<file path="config.mk">
export PLATFORM = sky130hd
export DESIGN_NAME = dram_refresh_pacer
export DESIGN_NICKNAME = d
export VERILOG_FILES = /design/src/rtl/refpace_pkg.sv /design/src/rtl/refpace_prescale.sv /design/src/rtl/refpace_interval.sv /design/src/rtl/refpace_debt.sv /design/src/rtl/dram_refresh_pacer.sv
export SDC_FILE = /design/constraint.sdc
export NUM_CORES = 1
export LEC_CHECK = 0
export BUFFER_PORTS_ARGS = -buffer_cell sky130_fd_sc_hd__buf_2
export CAP_MARGIN = 10
export CORE_MARGIN = 8
export CORE_UTILIZATION = 55
export CTS_CLUSTER_DIAMETER = 50
export CTS_CLUSTER_SIZE = 40
export DETAILED_ROUTE_END_ITERATION = 7
export HOLD_SLACK_MARGIN = 0.03
export PLACE_DENSITY_LB_ADDON = 0.15
export SYNTH_ARGS = -nofsm -noshare
export SYNTH_HDL_FRONTEND = slang
export SYNTH_SLANG_ARGS = --single-unit
</file>
<file path="constraint.sdc">
create_clock -name clk -period 4.6 [get_ports clk]
set_input_delay 0.23 -clock clk [delete_from_list [all_inputs] [get_ports clk]]
set_output_delay 0.23 -clock clk [all_outputs]
set_load 0.03 [all_outputs]
</file>
<file path="src/rtl/refpace_pkg.sv">
package refpace_pkg;
  localparam int CFG_W      = 16;
  localparam int FREQ_LSB   = 8;
  localparam int FREQ_W     = 6;
  localparam int PRE_W      = 4;
  localparam int DEBT_LIMIT = 8;
  localparam int DEBT_W     = $clog2(DEBT_LIMIT + 1);
endpackage

</file>
<file path="src/rtl/refpace_prescale.sv">
module refpace_prescale #(
  parameter int DIV_W = 4
) (
  input  logic clk,
  input  logic rst_n,
  output logic pre_tick
);
  logic [DIV_W-1:0] pre_q;

  always_ff @(posedge clk or negedge rst_n) begin
    if (!rst_n) pre_q <= '0;
    else        pre_q <= pre_q + DIV_W'(1);
  end

  assign pre_tick = &pre_q;

  a_r3_pre_wrap: assert property (@(posedge clk) disable iff (!rst_n)
    pre_tick |=> (pre_q == '0));
endmodule

</file>
<file path="src/rtl/refpace_interval.sv">
module refpace_interval #(
  parameter int N_W = 6
) (
  input  logic           clk,
  input  logic           rst_n,
  input  logic           pre_tick,
  input  logic [N_W-1:0] n_in,
  output logic           due_tick
);
  logic           primed_q;
  logic [N_W-1:0] iv_q;

  always_ff @(posedge clk or negedge rst_n) begin
    if (!rst_n) begin
      primed_q <= 1'b0;
      iv_q     <= '0;
    end else if (!primed_q) begin
      primed_q <= 1'b1;
      iv_q     <= n_in;
    end else if (pre_tick) begin
      if (iv_q == '0) iv_q <= n_in;
      else            iv_q <= iv_q - N_W'(1);
    end
  end

  assign due_tick = primed_q && pre_tick && (iv_q == '0);

  // the reload takes the rate present on the due edge
  a_r5_reload_value: assert property (@(posedge clk) disable iff (!rst_n)
    due_tick |=> (iv_q == $past(n_in)));
  // between reloads the counter only steps down on prescaler ticks
  a_r4_step_down: assert property (@(posedge clk) disable iff (!rst_n)
    (primed_q && pre_tick && iv_q != '0) |=> (iv_q == $past(iv_q) - N_W'(1)));
  a_r4_hold_idle: assert property (@(posedge clk) disable iff (!rst_n)
    (primed_q && !pre_tick) |=> $stable(iv_q));
endmodule

</file>
<file path="src/rtl/refpace_debt.sv">
module refpace_debt #(
  parameter int LIMIT = 8,
  parameter int CW    = $clog2(LIMIT + 1)
) (
  input  logic clk,
  input  logic rst_n,
  input  logic due_tick,
  input  logic take,
  output logic debt_nz,
  output logic overflow
);
  logic [CW-1:0] debt_q;
  logic          ovf_q;
  logic          at_cap;

  assign at_cap = (debt_q == CW'(LIMIT));

  always_ff @(posedge clk or negedge rst_n) begin
    if (!rst_n) begin
      debt_q <= '0;
      ovf_q  <= 1'b0;
    end else begin
      unique case ({due_tick, take})
        2'b10: begin
          if (at_cap) ovf_q  <= 1'b1;
          else        debt_q <= debt_q + CW'(1);
        end
        2'b01:   debt_q <= debt_q - CW'(1);
        default: debt_q <= debt_q;
      endcase
    end
  end

  assign debt_nz  = (debt_q != '0);
  assign overflow = ovf_q;

  a_r9_cap: assert property (@(posedge clk) disable iff (!rst_n)
    debt_q <= CW'(LIMIT));
  a_r9_ovf_set: assert property (@(posedge clk) disable iff (!rst_n)
    (due_tick && !take && at_cap) |=> ovf_q);
  a_r9_coincide_keep: assert property (@(posedge clk) disable iff (!rst_n)
    (due_tick && take) |=> $stable(debt_q));
  a_r10_ovf_sticky: assert property (@(posedge clk) disable iff (!rst_n)
    ovf_q |=> ovf_q);
  a_r6_retire_one: assert property (@(posedge clk) disable iff (!rst_n)
    (take && !due_tick) |=> (debt_q == $past(debt_q) - CW'(1)));
  a_r6_take_needs_debt: assert property (@(posedge clk) disable iff (!rst_n)
    take |-> (debt_q != '0));
endmodule

</file>
<file path="src/rtl/dram_refresh_pacer.sv">
module dram_refresh_pacer
  import refpace_pkg::*;
(
  input  logic             clk,
  input  logic             rst_n,
  input  logic [CFG_W-1:0] cfg_word,
  input  logic             burst_active,
  input  logic             refresh_ack,
  output logic             refresh_req,
  output logic             debt_overflow
);
  logic              pre_tick;
  logic              due_tick;
  logic              debt_nz;
  logic              take;
  logic [FREQ_W-1:0] n_field;
  logic              cfg_spare_unused;

  assign n_field          = cfg_word[FREQ_LSB +: FREQ_W];
  assign cfg_spare_unused = ^{cfg_word[CFG_W-1:FREQ_LSB+FREQ_W], cfg_word[FREQ_LSB-1:0]};

  refpace_prescale #(.DIV_W(PRE_W)) u_pre (
    .clk      (clk),
    .rst_n    (rst_n),
    .pre_tick (pre_tick)
  );

  refpace_interval #(.N_W(FREQ_W)) u_iv (
    .clk      (clk),
    .rst_n    (rst_n),
    .pre_tick (pre_tick),
    .n_in     (n_field),
    .due_tick (due_tick)
  );

  assign refresh_req = debt_nz && !burst_active;
  assign take        = refresh_req && refresh_ack;

  refpace_debt #(.LIMIT(DEBT_LIMIT), .CW(DEBT_W)) u_debt (
    .clk      (clk),
    .rst_n    (rst_n),
    .due_tick (due_tick),
    .take     (take),
    .debt_nz  (debt_nz),
    .overflow (debt_overflow)
  );

  // an offered refresh that is not accepted stays offered unless a burst takes over
  a_r6_valid_holds: assert property (@(posedge clk) disable iff (!rst_n)
    (refresh_req && !refresh_ack) |=> (refresh_req || burst_active));
  // nothing is retired while a burst runs
  a_r7_burst_no_retire: assert property (@(posedge clk) disable iff (!rst_n)
    (burst_active && !due_tick) |=> ($past(debt_nz) == debt_nz || debt_nz));
endmodule

</file>
# Yosys cells after proc, flatten, opt, wreduce, memory -nomap -nowiden
# Cells that the tools add are included.
# word_totals
romBits,0
inputBits,20
word_cells,30
latch_bits,0
n_memories,0
reg_bits,16
out_inout_bits,2
ramBits,0
# op_classes
multipliers,0
bitwise,0
magnitude_cmp,0
n_addsub,4
shifts,0
muxes,5
div,0
eq_ne,5
n_reduce_logical,11
# ops
operator,n
6-bit 2-to-1 mux,3
"4-bit by 1-bit adder with 4-bit output, second input constant",2
4-bit case mux with 2 select lines,1
6-bit logical NOT,1
"6-bit by 1-bit subtractor with 6-bit output, second input constant",1
"4-bit equality test, second input constant",1
1-bit logical AND,4
4-bit 2-to-1 mux,1
2-bit AND reduction,2
4-bit AND reduction,1
4-bit nonzero test,1
"4-bit by 1-bit subtractor with 4-bit output, second input constant",1
"2-bit by 1-bit equality test with 1-bit output, second input constant",1
"2-bit equality test, second input constant",1
"2-bit by 1-bit inequality test with 1-bit output, second input constant",1
"2-bit inequality test, second input constant",1
2-bit nonzero test,1
1-bit logical NOT,1

# Logic depth before layout (Yosys ltp)
# depth
depth_word,6
depth_mapped,10
ltp_nobuf,10

# Hierarchy
# A second synthesis with hierarchy kept.
# hier_totals
hier_cells,94
hier_area_um2,935.9
# modules_own_cells
module,cells_each,n_inst,area_each_um2
refpace_interval,54,1,471.7
refpace_debt,28,1,302.8
refpace_prescale,10,1,146.4
dram_refresh_pacer,2,1,15.0

# Worst setup path before layout
# Ideal clock, no wire load.
# synth_timing
path_type,register -> register
from,register u_iv.iv_q[0]
to,register u_debt.debt_q[3]
setup_time_ns,0.080
slack_ns,2.168
path_stages_with_launch,11
arrival_ns,2.352
cell_sequence,dfrtp_1 > inv_1 > ha_1 > or3b_4 > nor4_4 > nor2_2 > ha_1 > a21o_1 > a21oi_1 > mux2i_1 > xnor2_1
# synth_between
elab_chain_cells,5
# synth_rtl
element,line_no,text
"start, declared",refpace_interval.sv:11,logic [N_W-1:0] iv_q;
"start signal, assigned",refpace_interval.sv:19,iv_q <= n_in;
"start signal, assigned",refpace_interval.sv:21,if (iv_q == '0) iv_q <= n_in;
"start signal, assigned",refpace_interval.sv:22,else iv_q <= iv_q - N_W'(1);
6-bit logical NOT (*),refpace_interval.sv:26,assign due_tick = primed_q && pre_tick && (iv_q == '0);
1-bit logical AND (*),refpace_interval.sv:26,
2-bit equality test or 2-bit by 1-bit equality test with 1-bit output (tied branches),refpace_debt.sv:23,"unique case ({due_tick, take})"
2-bit inequality test (no source line) or 2-bit nonzero test (tied branches),--,
2-bit AND reduction (no source line),--,
"end signal, assigned",refpace_debt.sv:26,else debt_q <= debt_q + CW'(1);
"end signal, assigned",refpace_debt.sv:28,2'b01: debt_q <= debt_q - CW'(1);
"end signal, assigned",refpace_debt.sv:29,default: debt_q <= debt_q;
"end, declared",refpace_debt.sv:12,logic [CW-1:0] debt_q;
# Every way passes the cells marked *; elsewhere a longest branch is shown, timed or not.
# A chain may end at the register's enable or synchronous reset.

# Worst setup path after layout
# Ends and elaborated chain as after synthesis.

==> reports/qor.yml <==
status: "complete, no violations"
routabilityCongestion: 0.787
die_h_um: 56.1
antenna_found_initial: 0
wl_per_cell_um: 13.0
p_per_area_mw_per_mm2: 425
synthSimpleGateAreaFrac: 0.188
synth_top_family_by_area: "simple AND/OR/NAND/NOR gates"
report.final.slew_viol_count: 0
synthAdderAreaFrac: 0.0791
final_cell_mix: "dfrtp_1, buf_2, inv_1, a21oi_1, xnor2_1"
setup_viol: 0
cts_buffers: 3
n_antenna_cell: 0
avgSynthCellArea_um2: 10.3
drtAntennaViolNets: 0
crit_fanout: 5
clockBufferDepth: 2
fin_nets: 126
syn-num-nets: 111
clkTransAtPathRegs_ps: 100
cp.arrival_ps: 2860
syn-instance-count: 86
start_util: 0.588
endpoint_kind: "flip-flop"
worstHoldPathType: "in -> reg"
post-route-min-period_ps: 2650
drt-total-wl_mm: 1.51
via_count: 649
grt_pass1_vias: 679
cts_resized: 0
post-cts-setup-buffers: 0
rows: 14
crit_type: "reg -> reg"
drive_gt1_frac: 0.240
final_common_cell: "dfrtp_1"
synth-compound-area-share: 0.130
cts_tree: "done"
fin_tns_setup_ps: 0
grt_overflow: 0
p_total_uw: 424
ys_types: 35
die_area_mm2: 0.00315
io_buffers: 11
first_pass_iters: 2
hold_viol_final: 0
synth_seq_cells: 16
rsz0062_at_grt: "no"
grt_first_pass_wirelength_mm: 2.70
maxCapViolations: 0
drtIter0Drc: 8
dpl.hpwl_mm: 1.14
fin_skew_ps: 5.50
ys_seq_area_frac: 0.452
ys_warn_count: 0
clock_sinks: 16
synth_mux_area_frac: 0.0395
cellLeakagePower_uw: 0.000499
ctsHtreeMaxLevel: 1
fmax_ghz: 0.378
min_period_over_period: 0.575
drc: 0
track_usage: 0.102
clock_latency_ps: 280
fin_cells: 116
clockRootBuffer: "clkbuf_4"
area_delta_synth_final_pct: 12.7
dieWidth_um: 56.1
yosys.area_share.xor_xnor: 0.0593
required_ps: 4810
coreArea_mm2: 0.00151
vias_per_cell: 5.59
ir_drop_mv: 0.323
place_inst: 111
cts_hold_buf: 1
grt_max_degree: 17
synth.cell_area_um2: 886
cp-start-kind: "flip-flop"
r2r_slack_ps: 1950
pin_count: 22
[per-stage QoR]
step	utilization	setup WS [ps]	cell area (um^2)	hold WS, ps
floorplan	-	2170	886	-65.6
global route	0.663	1790	998	202
detailed placement	0.632	1970	952	164
CTS	0.663	1940	998	175
global placement	0.632	2000	952	159
finish	0.663	1950	998	180
[flip-flops by register name, indices dropped and copies added (netlist names)]
name             count
u_iv.iv_q            6
u_debt.overflow      1
u_pre.pre_q          4
u_debt.debt_q        4
u_iv.primed_q        1
[power by group]
part / total [uW] / leakage [uW] / switching (uW) / internal (uW)
Sequential: 201 / 0.000195 / 33.0 / 168
Clock: 92.5 / 0.0000210 / 44.4 / 48.1
Combinational: 130 / 0.000283 / 61.9 / 68.6
[worst max-delay path: stages (launching register included)]
cell,delay [ps]
dfrtp_1,420
inv_1,70
ha_1,180
or3b_4,420
nor4_4,340
nor2_2,130
ha_1,290
a21o_1,180
a21oi_1,180
mux2i_1,240
xnor2_1,130
[cell families (layout without fill, tap and decap cells)]
| logic type | after synthesis | in the layout |
|---|---|---|
| other | 1 | 1 |
| adders and majority gates | 5 | 5 |
| xor gates and xnor gates | 6 | 6 |
| buffers and inverters | 11 | 25 |
| and+or+nand+nor | 25 | 25 |
| AOI/OAI and AO/OA | 19 | 19 |
| DFF | 16 | 16 |
| muxes | 3 | 3 |
[metal layers]
metal | vias to the layer above | GRT usage | share of wire
met4 | 0 | 0.0619 | 0.011
met3 | 2 | 0.0342 | 0.063
met2 | 11 | 0.160 | 0.44
li1 | 327 | - | -
met5 | - | 0 | 0
met1 | 309 | 0.117 | 0.48
[layout make-up]
cell class / instances / area, um^2
Fill cell: 128 / 508
Sequential cell: 16 / 400
Tap cell: 16 / 20.0
Multi-Input combinational cell: 59 / 443
Clock buffer: 4 / 36.3
Inverter: 9 / 33.8
Timing Repair Buffer: 12 / 65.1
[cell usage after synthesis]
cell      count  area, um^2
nor2_4        1        11.3
mux2i_1       2        20.0
nor2_1        3        11.3
and2_1        1        6.26
or3b_2        1        8.76
buf_2         1        5.00
and3_4        1        11.3
a21oi_1       9        45.0
nor3b_1       1        7.51
o22ai_1       1        6.26
nor2_2        1        6.26
nand3_1       4        20.0
nand2b_1      1        6.26
dfrtp_1      16         400
a41o_1        1        10.0
conb_1        1        3.75
or2_2         1        6.26
fa_1          1        20.0
a21o_1        2        15.0
nor3_1        3        15.0
nand2_1       3        11.3
o21ai_0       3        15.0
nor4_4        1        21.3
mux2_4        1        15.0
or3b_4        1        11.3
o31ai_1       1        7.51
a211oi_1      1        7.51
ha_1          4        50.1
nor4_1        1        6.26
o21ai_2       1        8.76
clkbuf_1      1        3.75
inv_1         9        33.8
xor2_1        1        8.76
or3_1         1        6.26
xnor2_1       5        43.8
[path summary, 6_finish.rpt]
kind / startpoint / cells past startpoint / endpoint
worst max-delay path: u_iv.iv_q[0] / 10 / u_debt.debt_q[3]
worst min-delay path: cfg_word[12] / 3 / u_iv.iv_q[4]
worst max register to register: u_iv.iv_q[0] / 10 / u_debt.debt_q[3]
worst min register to register: u_pre.pre_q[0] / 1 / u_pre.pre_q[0]
max in group asynchronous: rst_n / 2 / u_iv.iv_q[1]
min in group asynchronous: rst_n / 2 / u_iv.iv_q[3]
Power figures use the tool's default switching activity.
